--- src/rtl/pbm_pkg.sv ---
package pbm_pkg;

  localparam logic [1:0] MUX_PART = 2'd1;
  localparam logic [1:0] MUX_FULL = 2'd2;
  localparam logic [1:0] STEP_INC = 2'd1;
  localparam logic [1:0] STEP_DEC = 2'd2;

  typedef enum logic [2:0] {
    ST_IDLE  = 3'd0,
    ST_ALO   = 3'd1,
    ST_AHI   = 3'd2,
    ST_SETUP = 3'd3,
    ST_STRB  = 3'd4,
    ST_HOLD  = 3'd5
  } phase_e;

  // control-to-datapath strobes
  typedef struct packed {
    logic start;      // command taken this cycle
    logic active;     // transfer in progress
    logic latchLo;    // low address byte phase
    logic latchHi;    // high address byte phase
    logic dataPhase;  // setup, strobe or hold
    logic strobe;     // transfer strobe active
    logic capture;    // last strobe cycle
    logic finish;     // last cycle of the transfer
  } busCtl_t;

endpackage

--- src/rtl/pbm_ctrl.sv ---
module pbm_ctrl
  import pbm_pkg::*;
#(
  parameter int WAIT_W = 2
) (
  input  logic              clk,
  input  logic              rstN,
  input  logic              cmdValid,
  input  logic [1:0]        cfgMuxMode,
  input  logic [WAIT_W-1:0] cfgSetup,
  input  logic [WAIT_W-1:0] cfgWidth,
  input  logic [WAIT_W-1:0] cfgHold,
  output busCtl_t           ctl,
  output logic              done
);

  localparam logic [WAIT_W-1:0] ONE = WAIT_W'(1);

  phase_e            state, stateNxt;
  phase_e            dataEntry;
  logic [WAIT_W-1:0] cnt, cntNxt, dataEntryCnt, widthEff;
  logic              accept, cntZero, hasAddrPhase;

  assign widthEff     = (cfgWidth == '0) ? ONE : cfgWidth;
  assign accept       = cmdValid && (state == ST_IDLE);
  assign cntZero      = (cnt == '0);
  assign hasAddrPhase = (cfgMuxMode == MUX_FULL) || (cfgMuxMode == MUX_PART);

  // first state of the data phase: setup if any, else the strobe
  always_comb begin
    if (cfgSetup != '0) begin
      dataEntry    = ST_SETUP;
      dataEntryCnt = cfgSetup - ONE;
    end else begin
      dataEntry    = ST_STRB;
      dataEntryCnt = widthEff - ONE;
    end
  end

  always_comb begin
    stateNxt = state;
    cntNxt   = cnt;
    case (state)
      ST_IDLE: begin
        if (accept) begin
          if (hasAddrPhase) begin
            stateNxt = ST_ALO;
          end else begin
            stateNxt = dataEntry;
            cntNxt   = dataEntryCnt;
          end
        end
      end
      ST_ALO: begin
        if (cfgMuxMode == MUX_FULL) begin
          stateNxt = ST_AHI;
        end else begin
          stateNxt = dataEntry;
          cntNxt   = dataEntryCnt;
        end
      end
      ST_AHI: begin
        stateNxt = dataEntry;
        cntNxt   = dataEntryCnt;
      end
      ST_SETUP: begin
        if (cntZero) begin
          stateNxt = ST_STRB;
          cntNxt   = widthEff - ONE;
        end else begin
          cntNxt = cnt - ONE;
        end
      end
      ST_STRB: begin
        if (!cntZero) begin
          cntNxt = cnt - ONE;
        end else if (cfgHold != '0) begin
          stateNxt = ST_HOLD;
          cntNxt   = cfgHold - ONE;
        end else begin
          stateNxt = ST_IDLE;
        end
      end
      ST_HOLD: begin
        if (cntZero) stateNxt = ST_IDLE;
        else         cntNxt   = cnt - ONE;
      end
      default: stateNxt = ST_IDLE;
    endcase
  end

  always_comb begin
    ctl.start     = accept;
    ctl.active    = (state != ST_IDLE);
    ctl.latchLo   = (state == ST_ALO);
    ctl.latchHi   = (state == ST_AHI);
    ctl.dataPhase = (state == ST_SETUP) || (state == ST_STRB) || (state == ST_HOLD);
    ctl.strobe    = (state == ST_STRB);
    ctl.capture   = (state == ST_STRB) && cntZero;
    ctl.finish    = ((state == ST_STRB) && cntZero && (cfgHold == '0)) ||
                    ((state == ST_HOLD) && cntZero);
  end

  always_ff @(posedge clk or negedge rstN) begin
    if (!rstN) begin
      state <= ST_IDLE;
      cnt   <= '0;
      done  <= 1'b0;
    end else begin
      state <= stateNxt;
      cnt   <= cntNxt;
      done  <= ctl.finish;
    end
  end

endmodule

--- src/rtl/pbm_dpath.sv ---
module pbm_dpath
  import pbm_pkg::*;
#(
  parameter int ADDR_W = 16,
  parameter int DATA_W = 8,
  parameter int LINE_W = 11
) (
  input  logic              clk,
  input  logic              rstN,
  input  busCtl_t           ctl,
  input  logic              cmdWrite,
  input  logic              cmdLoad,
  input  logic [ADDR_W-1:0] cmdAddr,
  input  logic [DATA_W-1:0] cmdWdata,
  input  logic [1:0]        cfgMuxMode,
  input  logic              cfgCsAsAddr,
  input  logic              cfgStrobeStyle,
  input  logic [1:0]        cfgStep,
  input  logic              cfgPolCs,
  input  logic              cfgPolLatch,
  input  logic              cfgPolStrobe,
  input  logic [DATA_W-1:0] busDataIn,
  output logic [DATA_W-1:0] rdData,
  output logic [ADDR_W-1:0] curAddr,
  output logic [LINE_W-1:0] busAddr,
  output logic              busCs,
  output logic              busLatchLo,
  output logic              busLatchHi,
  output logic              busRd,
  output logic              busWr,
  output logic [DATA_W-1:0] busDataOut,
  output logic              busDataOe
);

  localparam logic [ADDR_W-1:0] MASK_LINES = {ADDR_W{1'b1}} >> (ADDR_W - LINE_W);
  localparam logic [ADDR_W-1:0] MASK_CS    = {ADDR_W{1'b1}} >> (ADDR_W - LINE_W - 1);
  localparam logic [ADDR_W-1:0] ONE_A      = ADDR_W'(1);
  localparam int                HI_W       = LINE_W - DATA_W;

  logic [ADDR_W-1:0] xferAddr, addrCtr, addrMask, steppedAddr;
  logic [DATA_W-1:0] wdataReg, rdReg;
  logic              opWrite, csAddrEff, rdAct, wrAct;

  function automatic logic drivePol(input logic act, input logic pol);
    return act ? pol : ~pol;
  endfunction

  // width of the address space for the selected scheme
  always_comb begin
    if (cfgMuxMode == MUX_FULL) addrMask = '1;
    else if (cfgCsAsAddr)       addrMask = MASK_CS;
    else                        addrMask = MASK_LINES;
  end

  assign csAddrEff = cfgCsAsAddr && (cfgMuxMode != MUX_FULL);

  always_comb begin
    case (cfgStep)
      STEP_INC: steppedAddr = (xferAddr + ONE_A) & addrMask;
      STEP_DEC: steppedAddr = (xferAddr - ONE_A) & addrMask;
      default:  steppedAddr = xferAddr;
    endcase
  end

  always_ff @(posedge clk or negedge rstN) begin
    if (!rstN) begin
      xferAddr <= '0;
      addrCtr  <= '0;
      wdataReg <= '0;
      rdReg    <= '0;
      opWrite  <= 1'b0;
    end else begin
      if (ctl.start) begin
        xferAddr <= (cmdLoad ? cmdAddr : addrCtr) & addrMask;
        wdataReg <= cmdWdata;
        opWrite  <= cmdWrite;
      end
      if (ctl.capture && !opWrite) rdReg <= busDataIn;
      if (ctl.finish) addrCtr <= steppedAddr;
    end
  end

  assign rdData  = rdReg;
  assign curAddr = addrCtr;

  // dedicated address lines per scheme
  generate
    if (HI_W > 0) begin : g_upperLines
      always_comb begin
        if (cfgMuxMode == MUX_FULL)      busAddr = '0;
        else if (cfgMuxMode == MUX_PART) busAddr = {xferAddr[LINE_W-1:DATA_W], {DATA_W{1'b0}}};
        else                             busAddr = xferAddr[LINE_W-1:0];
      end
    end else begin : g_noUpperLines
      always_comb begin
        if (cfgMuxMode == MUX_FULL || cfgMuxMode == MUX_PART) busAddr = '0;
        else                                                   busAddr = xferAddr[LINE_W-1:0];
      end
    end
  endgenerate

  assign busCs = csAddrEff ? xferAddr[LINE_W] : drivePol(ctl.active, cfgPolCs);

  assign busLatchLo = drivePol(ctl.latchLo, cfgPolLatch);
  assign busLatchHi = drivePol(ctl.latchHi, cfgPolLatch);

  always_comb begin
    if (ctl.latchLo)      busDataOut = xferAddr[DATA_W-1:0];
    else if (ctl.latchHi) busDataOut = DATA_W'(xferAddr >> DATA_W);
    else if (opWrite)     busDataOut = wdataReg;
    else                  busDataOut = '0;
  end

  assign busDataOe = ctl.latchLo || ctl.latchHi || (ctl.dataPhase && opWrite);

  assign rdAct = ctl.strobe && !opWrite;
  assign wrAct = ctl.strobe && opWrite;

  always_comb begin
    if (cfgStrobeStyle) begin
      busRd = ctl.active ? !opWrite : 1'b1;
      busWr = drivePol(ctl.strobe, cfgPolStrobe);
    end else begin
      busRd = drivePol(rdAct, cfgPolStrobe);
      busWr = drivePol(wrAct, cfgPolStrobe);
    end
  end

endmodule

--- src/rtl/par_bus_master.sv ---
module par_bus_master
  import pbm_pkg::*;
#(
  parameter int ADDR_W = 16,
  parameter int DATA_W = 8,
  parameter int LINE_W = 11,
  parameter int WAIT_W = 2
) (
  input  logic              clk,
  input  logic              rstN,
  input  logic              cmdValid,
  input  logic              cmdWrite,
  input  logic              cmdLoad,
  input  logic [ADDR_W-1:0] cmdAddr,
  input  logic [DATA_W-1:0] cmdWdata,
  input  logic [1:0]        cfgMuxMode,
  input  logic              cfgCsAsAddr,
  input  logic              cfgStrobeStyle,
  input  logic [1:0]        cfgStep,
  input  logic              cfgPolCs,
  input  logic              cfgPolLatch,
  input  logic              cfgPolStrobe,
  input  logic [WAIT_W-1:0] cfgSetup,
  input  logic [WAIT_W-1:0] cfgWidth,
  input  logic [WAIT_W-1:0] cfgHold,
  output logic              busy,
  output logic              done,
  output logic [DATA_W-1:0] rdData,
  output logic [ADDR_W-1:0] curAddr,
  output logic [LINE_W-1:0] busAddr,
  output logic              busCs,
  output logic              busLatchLo,
  output logic              busLatchHi,
  output logic              busRd,
  output logic              busWr,
  output logic [DATA_W-1:0] busDataOut,
  output logic              busDataOe,
  input  logic [DATA_W-1:0] busDataIn
);

  busCtl_t ctl;

  pbm_ctrl #(.WAIT_W(WAIT_W)) u_ctrl (
    .clk       (clk),
    .rstN      (rstN),
    .cmdValid  (cmdValid),
    .cfgMuxMode(cfgMuxMode),
    .cfgSetup  (cfgSetup),
    .cfgWidth  (cfgWidth),
    .cfgHold   (cfgHold),
    .ctl       (ctl),
    .done      (done)
  );

  pbm_dpath #(.ADDR_W(ADDR_W), .DATA_W(DATA_W), .LINE_W(LINE_W)) u_dpath (
    .clk           (clk),
    .rstN          (rstN),
    .ctl           (ctl),
    .cmdWrite      (cmdWrite),
    .cmdLoad       (cmdLoad),
    .cmdAddr       (cmdAddr),
    .cmdWdata      (cmdWdata),
    .cfgMuxMode    (cfgMuxMode),
    .cfgCsAsAddr   (cfgCsAsAddr),
    .cfgStrobeStyle(cfgStrobeStyle),
    .cfgStep       (cfgStep),
    .cfgPolCs      (cfgPolCs),
    .cfgPolLatch   (cfgPolLatch),
    .cfgPolStrobe  (cfgPolStrobe),
    .busDataIn     (busDataIn),
    .rdData        (rdData),
    .curAddr       (curAddr),
    .busAddr       (busAddr),
    .busCs         (busCs),
    .busLatchLo    (busLatchLo),
    .busLatchHi    (busLatchHi),
    .busRd         (busRd),
    .busWr         (busWr),
    .busDataOut    (busDataOut),
    .busDataOe     (busDataOe)
  );

  assign busy = ctl.active;

endmodule

--- config.mk ---
export PLATFORM = sky130hd
export DESIGN_NAME = par_bus_master
export DESIGN_NICKNAME = d
export VERILOG_FILES = /design/src/rtl/pbm_pkg.sv /design/src/rtl/pbm_ctrl.sv /design/src/rtl/pbm_dpath.sv /design/src/rtl/par_bus_master.sv
export SDC_FILE = /design/constraint.sdc
export NUM_CORES = 1
export LEC_CHECK = 0
export BUFFER_PORTS_ARGS = -buffer_cell sky130_fd_sc_hd__buf_4
export CAP_MARGIN = 20
export CORE_MARGIN = 2
export CORE_UTILIZATION = 55
export CTS_CLUSTER_DIAMETER = 120
export CTS_CLUSTER_SIZE = 25
export DETAILED_ROUTE_END_ITERATION = 7
export PLACE_DENSITY = 0.82
export SYNTH_ARGS = -nofsm -noshare
export SYNTH_HDL_FRONTEND = slang
export SYNTH_SLANG_ARGS = --single-unit
--- constraint.sdc ---
create_clock -name clk -period 4.34 [get_ports clk]
set_input_delay 0 -clock clk [delete_from_list [all_inputs] [get_ports clk]]
set_output_delay 0 -clock clk [all_outputs]
set_load 0.01 [all_outputs]
======== Yosys cells after proc, flatten, opt, wreduce, memory -nomap -nowiden ========
Cells that the tools add are included.
storage, ports and cells
  word-level logic and storage cells ...... 102
  output and inout port bits .............. 51
  bits of input ports ..................... 52
  flip-flop bits (word level) ............. 55
operators by class
  muxes and demuxes ....................... 38
  equal/unequal tests ..................... 18
  reduce and logical (&&, ||, !) cells .... 26
  $add $sub $neg .......................... 6
  bitwise gates (word level) .............. 6
operators by type and width
  kind                                                    count
  bitwise AND 16 bit                                      3
  2-to-1 mux 16 bit                                       2
  2-to-1 mux 8 bit                                        4
  one-hot mux 16 bit (2 select lines)                     1
  2-to-1 mux 3 bit                                        8
  2-to-1 mux 2 bit                                        9
  one-hot mux 3 bit (6 select lines)                      1
  adder 16 x 1 -> 16 bit (second input constant)          1
  subtractor 16 x 1 -> 16 bit (second input constant)     1
  2-to-1 mux 12 bit                                       1
  one-hot mux 2 bit (6 select lines)                      1
  2-to-1 mux 11 bit                                       1
  2-to-1 mux 1 bit                                        10
  inequality test 2 bit (second input constant)           5
  logical AND 1 bit                                       9
  subtractor 2 x 1 -> 2 bit (second input constant)       4
  == test 3 x 2 -> 1 bit (second input constant)          2
  == test 3 bit (second input constant)                   2
  logical NOT 2 bit                                       3
  logical OR 1 bit                                        6
  inequality test 2 x 1 -> 1 bit (second input constant)  3
  AND reduction 6 bit                                     1
  nonzero test 6 bit                                      1
  == test 2 x 1 -> 1 bit (second input constant)          2
  9 further kinds                                         13

======== Longest topological paths before layout ========
  word-level depth ........................ 7
  depth in mapped cells ................... 13
  gate-level depth less buffers ........... 10

======== Hierarchy ========
From an unflattened synthesis, not the netlist that was laid out.
unflattened totals
  cells, all modules ...................... 504
  area, all modules ....................... 4327.9 um^2
by module, submodules not included
  module     cells an instance  times used  area an instance (um^2)
  pbm_dpath  419                1           3611.0
  pbm_ctrl   85                 1           716.9

======== Worst setup path before layout ========
Ideal clock, no wire load.
  path type ............................... input -> register
  start point ............................. in cfgStep[0]
  end point ............................... reg u_dpath.addrCtr[10] (netlist: u_dpath.curAddr[10])
  buffers on the path ..................... 3
  data arrival time ....................... 2591 ps
  path slack .............................. 1678 ps
  cell stages on the path ................. 13
  path through ............................ inv_1 > ha_1 > buf_2 > clkbuf_1 > clkbuf_1 > xor2_1 > ha_1 > nor3b_1 > o21ai_0 > a21oi_1 > mux2i_1 > or4_1 > nand4_1
between the ends
  cells in the longest elaborated chain, start to end .. 2
  elaborated cells between the ends (all ways) .. 3
  classes of those cells .................. eq/ne: 2; mux: 1
ends and longest elaborated chain
  element                                                         RTL line              RTL
  start, declared                                                 par_bus_master.sv:19  input logic [1:0] cfgStep,
  == test 2 bit / == test 2 x 1 -> 1 bit (equally long branches)  pbm_dpath.sv:58       case (cfgStep)
  one-hot mux 16 bit (2 select lines) *                           pbm_dpath.sv:58
  end signal, assigned                                            pbm_dpath.sv:79       if (ctl.finish) addrCtr <= steppedAddr;
  end, declared                                                   pbm_dpath.sv:40       logic [ADDR_W-1:0] xferAddr, addrCtr, addrMask, steppedAddr;
Every way passes the cells marked *; elsewhere a longest branch is shown, timed or not.
A chain may end at the register's enable or synchronous reset.

======== Final worst setup path ========
  start point ............................. reg u_ctrl.state[0]
  end point ............................... out busDataOut[3]
between the ends
  cells in the longest elaborated chain, start to end .. 3
  elaborated cells between the ends (all ways) .. 4
  classes of those cells .................. eq/ne: 2; mux: 2
ends and longest elaborated chain
  element                 RTL line              RTL
  start, declared         pbm_ctrl.sv:19        phase_e state, stateNxt;
  start signal, assigned  pbm_ctrl.sv:110       state <= stateNxt;
  == test 3 x 2 -> 1 bit  pbm_ctrl.sv:96        ctl.latchHi = (state == ST_AHI);
  2-to-1 mux 8 bit        pbm_dpath.sv:109      else if (ctl.latchHi) busDataOut = DATA_W'(xferAddr >> DATA_W);
  2-to-1 mux 8 bit *      pbm_dpath.sv:108      if (ctl.latchLo) busDataOut = xferAddr[DATA_W-1:0];
  end, declared           par_bus_master.sv:36  output logic [DATA_W-1:0] busDataOut,
Marked as above.

==> results.cfg <==
[run_status]
status = complete, but fails checks
violations = hold timing

[yosys]
synth_cells = 532
post-synth-top-area-cell = dfrtp_1
synth_area_leaders = dfrtp_1 32%, nand2_1 6.6%, o21ai_0 4.1%, mux2i_1 4.0%, xnor2_1 3.5%
synth_edf_count = 0
ys.flop_type = dfrtp_1
yosysWarnings = 0
synth.most_common_cell = nand2_1
synthTopCellsByCount = 75 x nand2_1, 55 x dfrtp_1, 36 x clkbuf_1
synth_seq_area_share = 0.322
synthDistinctLibCells = 65
syn_nets = 593
async_flop_share = 1.00
synth.avg_cell_area_sq_um = 8.04
syn_area_sq_um = 4280
ys_ff_latch = 55
synth_top_area_frac = 0.322

[grt]
grt_max_degree = 56
grt_pass1_vias = 4411
grt_antenna_before_repair = 0
grt_usage = 0.311
grt_pass1_wl_um = 21400
overflow = 0

[power_and_ir_drop]
peakVddDrop_v = 0.000330
leakagePower_nw = 2.54
p_per_area_nw_per_um2 = 590

[worst_hold_path]
hold_path_depth = 3
holdPathEnd = u_dpath.xferAddr[0]
hp-start = cmdAddr[0]
hold_path.class = in -> reg

[drt]
first_pass_iters = 7
drc_errors = 0
wl_per_cell_um = 17.7
ant_nets = 0
finalWirelength_um = 12900
dr.first_iter.drc_count = 358
viasPerCell = 6.10
vias = 4451

[setup_path]
rrSetupSlack_ps = 1760
cp_data_required_time_ps = 4340
crit_type = reg -> out
cp.arrival_ps = 2860
worstSetupEndpointType = output pin
rr_worst_depth = 8
critical_path.startpoint = u_ctrl.state[0]
crit_path_start_kind = register
regToRegEndpoint = u_dpath.curAddr[13]
critPathMaxFanout = 22
timing.rr.start = u_ctrl.state[2]

[floorplanning]
initial_utilization = 0.559
num_rows = 32
dieArea_sq_um = 8500
die_x_um = 92.2
die_y_um = 92.2
fp.coreArea_sq_um = 7650
ios = 103

[final_layout]
layout-drive-gt1-share = 0.217
antenna_cells = 0
syn_to_final_growth_pct = 26.6
fin_cells = 730
nets = 688
fin_area_sq_um = 5410

[timing]
fin_crit_ps = 2860
tns_ps = 0
fmax_mhz = 349
finClkSkew_ps = 10.5
final_max_slew_viol_count = 0
max-slew-margin-rel = 0.448
rsz0062_at_grt = false
tightest_slew_ps = 828
finalCritPeriodShare = 0.660
hold_viol_final = 1
worst_hold_slack_ps = -8.03
setup_violations = 0

[clock_tree]
cts_tree = built
clock_latency_ps = 320
cts_max_level = 2
numCtsBuffers = 5
clk_pin_slew_ps = 120
cts_sinks = 55
cts.path.max_buffers = 2
post_cts_buffers = 0
root_buffer = clkbuf_8

[flow_run]
drv_cap = 0

[place]
dpl_cell_area_sq_um = 5020
numPortBuffers = 102
gp_congestion = 0.908
dp_hpwl_um = 8730
dpl.cell_count = 694
-- kinds of logic (layout without fill, tap and decap cells) --
kind of cell,Yosys count,in the layout,share of synthesized area
mux,31,31,0.0767
compound gates,147,147,0.232
fa+ha+maj,9,9,0.0263
simple gates,200,200,0.237
flops,55,55,0.322
xor+xnor,20,20,0.0410
buf+inv,70,166,0.0647
-- layout make-up --
type	count	area, sq um
clock inverter	3	28.8
sequential	55	1380
clock buffer	5	68.8
multi-input combinational	407	2620
fill	621	2230
inverter	23	86.3
tap	102	128
timing repair buffer	135	1100
-- state kept, by name, summed over array words and instances (netlist names) --
signal            flops
u_dpath.curAddr      16
u_dpath.xferAddr     16
u_dpath.rdData        8
u_dpath.wdataReg      8
u_ctrl.state          3
u_ctrl.cnt            2
u_ctrl.done           1
u_dpath.opWrite       1
-- where the power goes --
| part | switching (mW) | leakage (nW) | internal, mW |
|---|---|---|---|
| Clock | 0.201 | 0.0511 | 0.123 |
| Sequential | 0.452 | 0.696 | 0.733 |
| Combinational | 0.842 | 1.79 | 0.841 |
| Total | 1.50 | 2.54 | 1.70 |
-- timing repair --
action / 4_1_cts / 5_1_grt
hold buffers: 27 / 0
gates resized for setup: 0 / 0
endpoints found under the hold margin: 81 / 0
-- critical path, stage by stage, from the launching register on --
cell and delay [ps]:
dfrtp_1 800, nand2b_1 230, nor2_1 630, nor3_1 300, a222oi_1 350, inv_1 80
buf_4 150
-- placed cells by master, fill, tap and decap left out, types with 5 or more instances in the layout --
| master | netlist | routed |
|---|---|---|
| buf_4 | 0 | 107 |
| nand2_1 | 75 | 75 |
| dfrtp_1 | 55 | 55 |
| o21ai_0 | 35 | 35 |
| nor2_1 | 32 | 32 |
| a21oi_1 | 29 | 29 |
| dlygate4sd3_1 | 0 | 27 |
| inv_1 | 23 | 23 |
| xnor2_1 | 17 | 17 |
| mux2i_1 | 17 | 17 |
| mux2_2 | 13 | 13 |
| nor3_1 | 12 | 12 |
| nor2b_1 | 11 | 11 |
| and2_1 | 11 | 11 |
| nand3_1 | 10 | 10 |
| ha_1 | 9 | 9 |
| a21o_1 | 8 | 8 |
| a211oi_1 | 8 | 8 |
| a222oi_1 | 7 | 7 |
| nor3b_1 | 6 | 6 |
| nand2b_1 | 5 | 5 |
| o31ai_1 | 5 | 5 |
| nand3b_1 | 5 | 5 |
| a2111oi_0 | 5 | 5 |
| nor4_1 | 5 | 5 |
| and3_1 | 5 | 5 |
| clkbuf_8 | 0 | 5 |
-- per-stage QoR --
| step | utilization | worst slack (ps) | total power [mW] |
|---|---|---|---|
| 2_1_floorplan | - | 1680 | 2.14 |
| 3_3_place_gp | 0.656 | 1560 | 2.75 |
| 3_5_place_dp | 0.656 | 1510 | 2.80 |
| 4_1_cts | 0.704 | 1510 | 3.14 |
| 5_1_grt | 0.708 | 1240 | 3.43 |
| 6_report | 0.708 | 1480 | 3.19 |
-- worst max-delay path by stage --
stage | endpoint | slack [ps] | cells past startpoint
after global routing | busDataOut[1] | 1240 | 6
after detailed placement | u_dpath.curAddr[10] | 1510 | 12
after floorplan | u_dpath.curAddr[10] | 1680 | 13
after global placement | u_dpath.curAddr[10] | 1560 | 12
after CTS | busDataOut[3] | 1510 | 6
final | busDataOut[3] | 1480 | 6
-- per-layer routing --
metal	GRT usage	part of all wire	vias up
li1	-	-	2106
met1	0.407	0.41	2104
met2	0.522	0.49	215
met3	0.0567	0.080	26
met4	0.102	0.019	0
met5	0	0	-
Note: power is estimated with default switching activity, not from simulation.
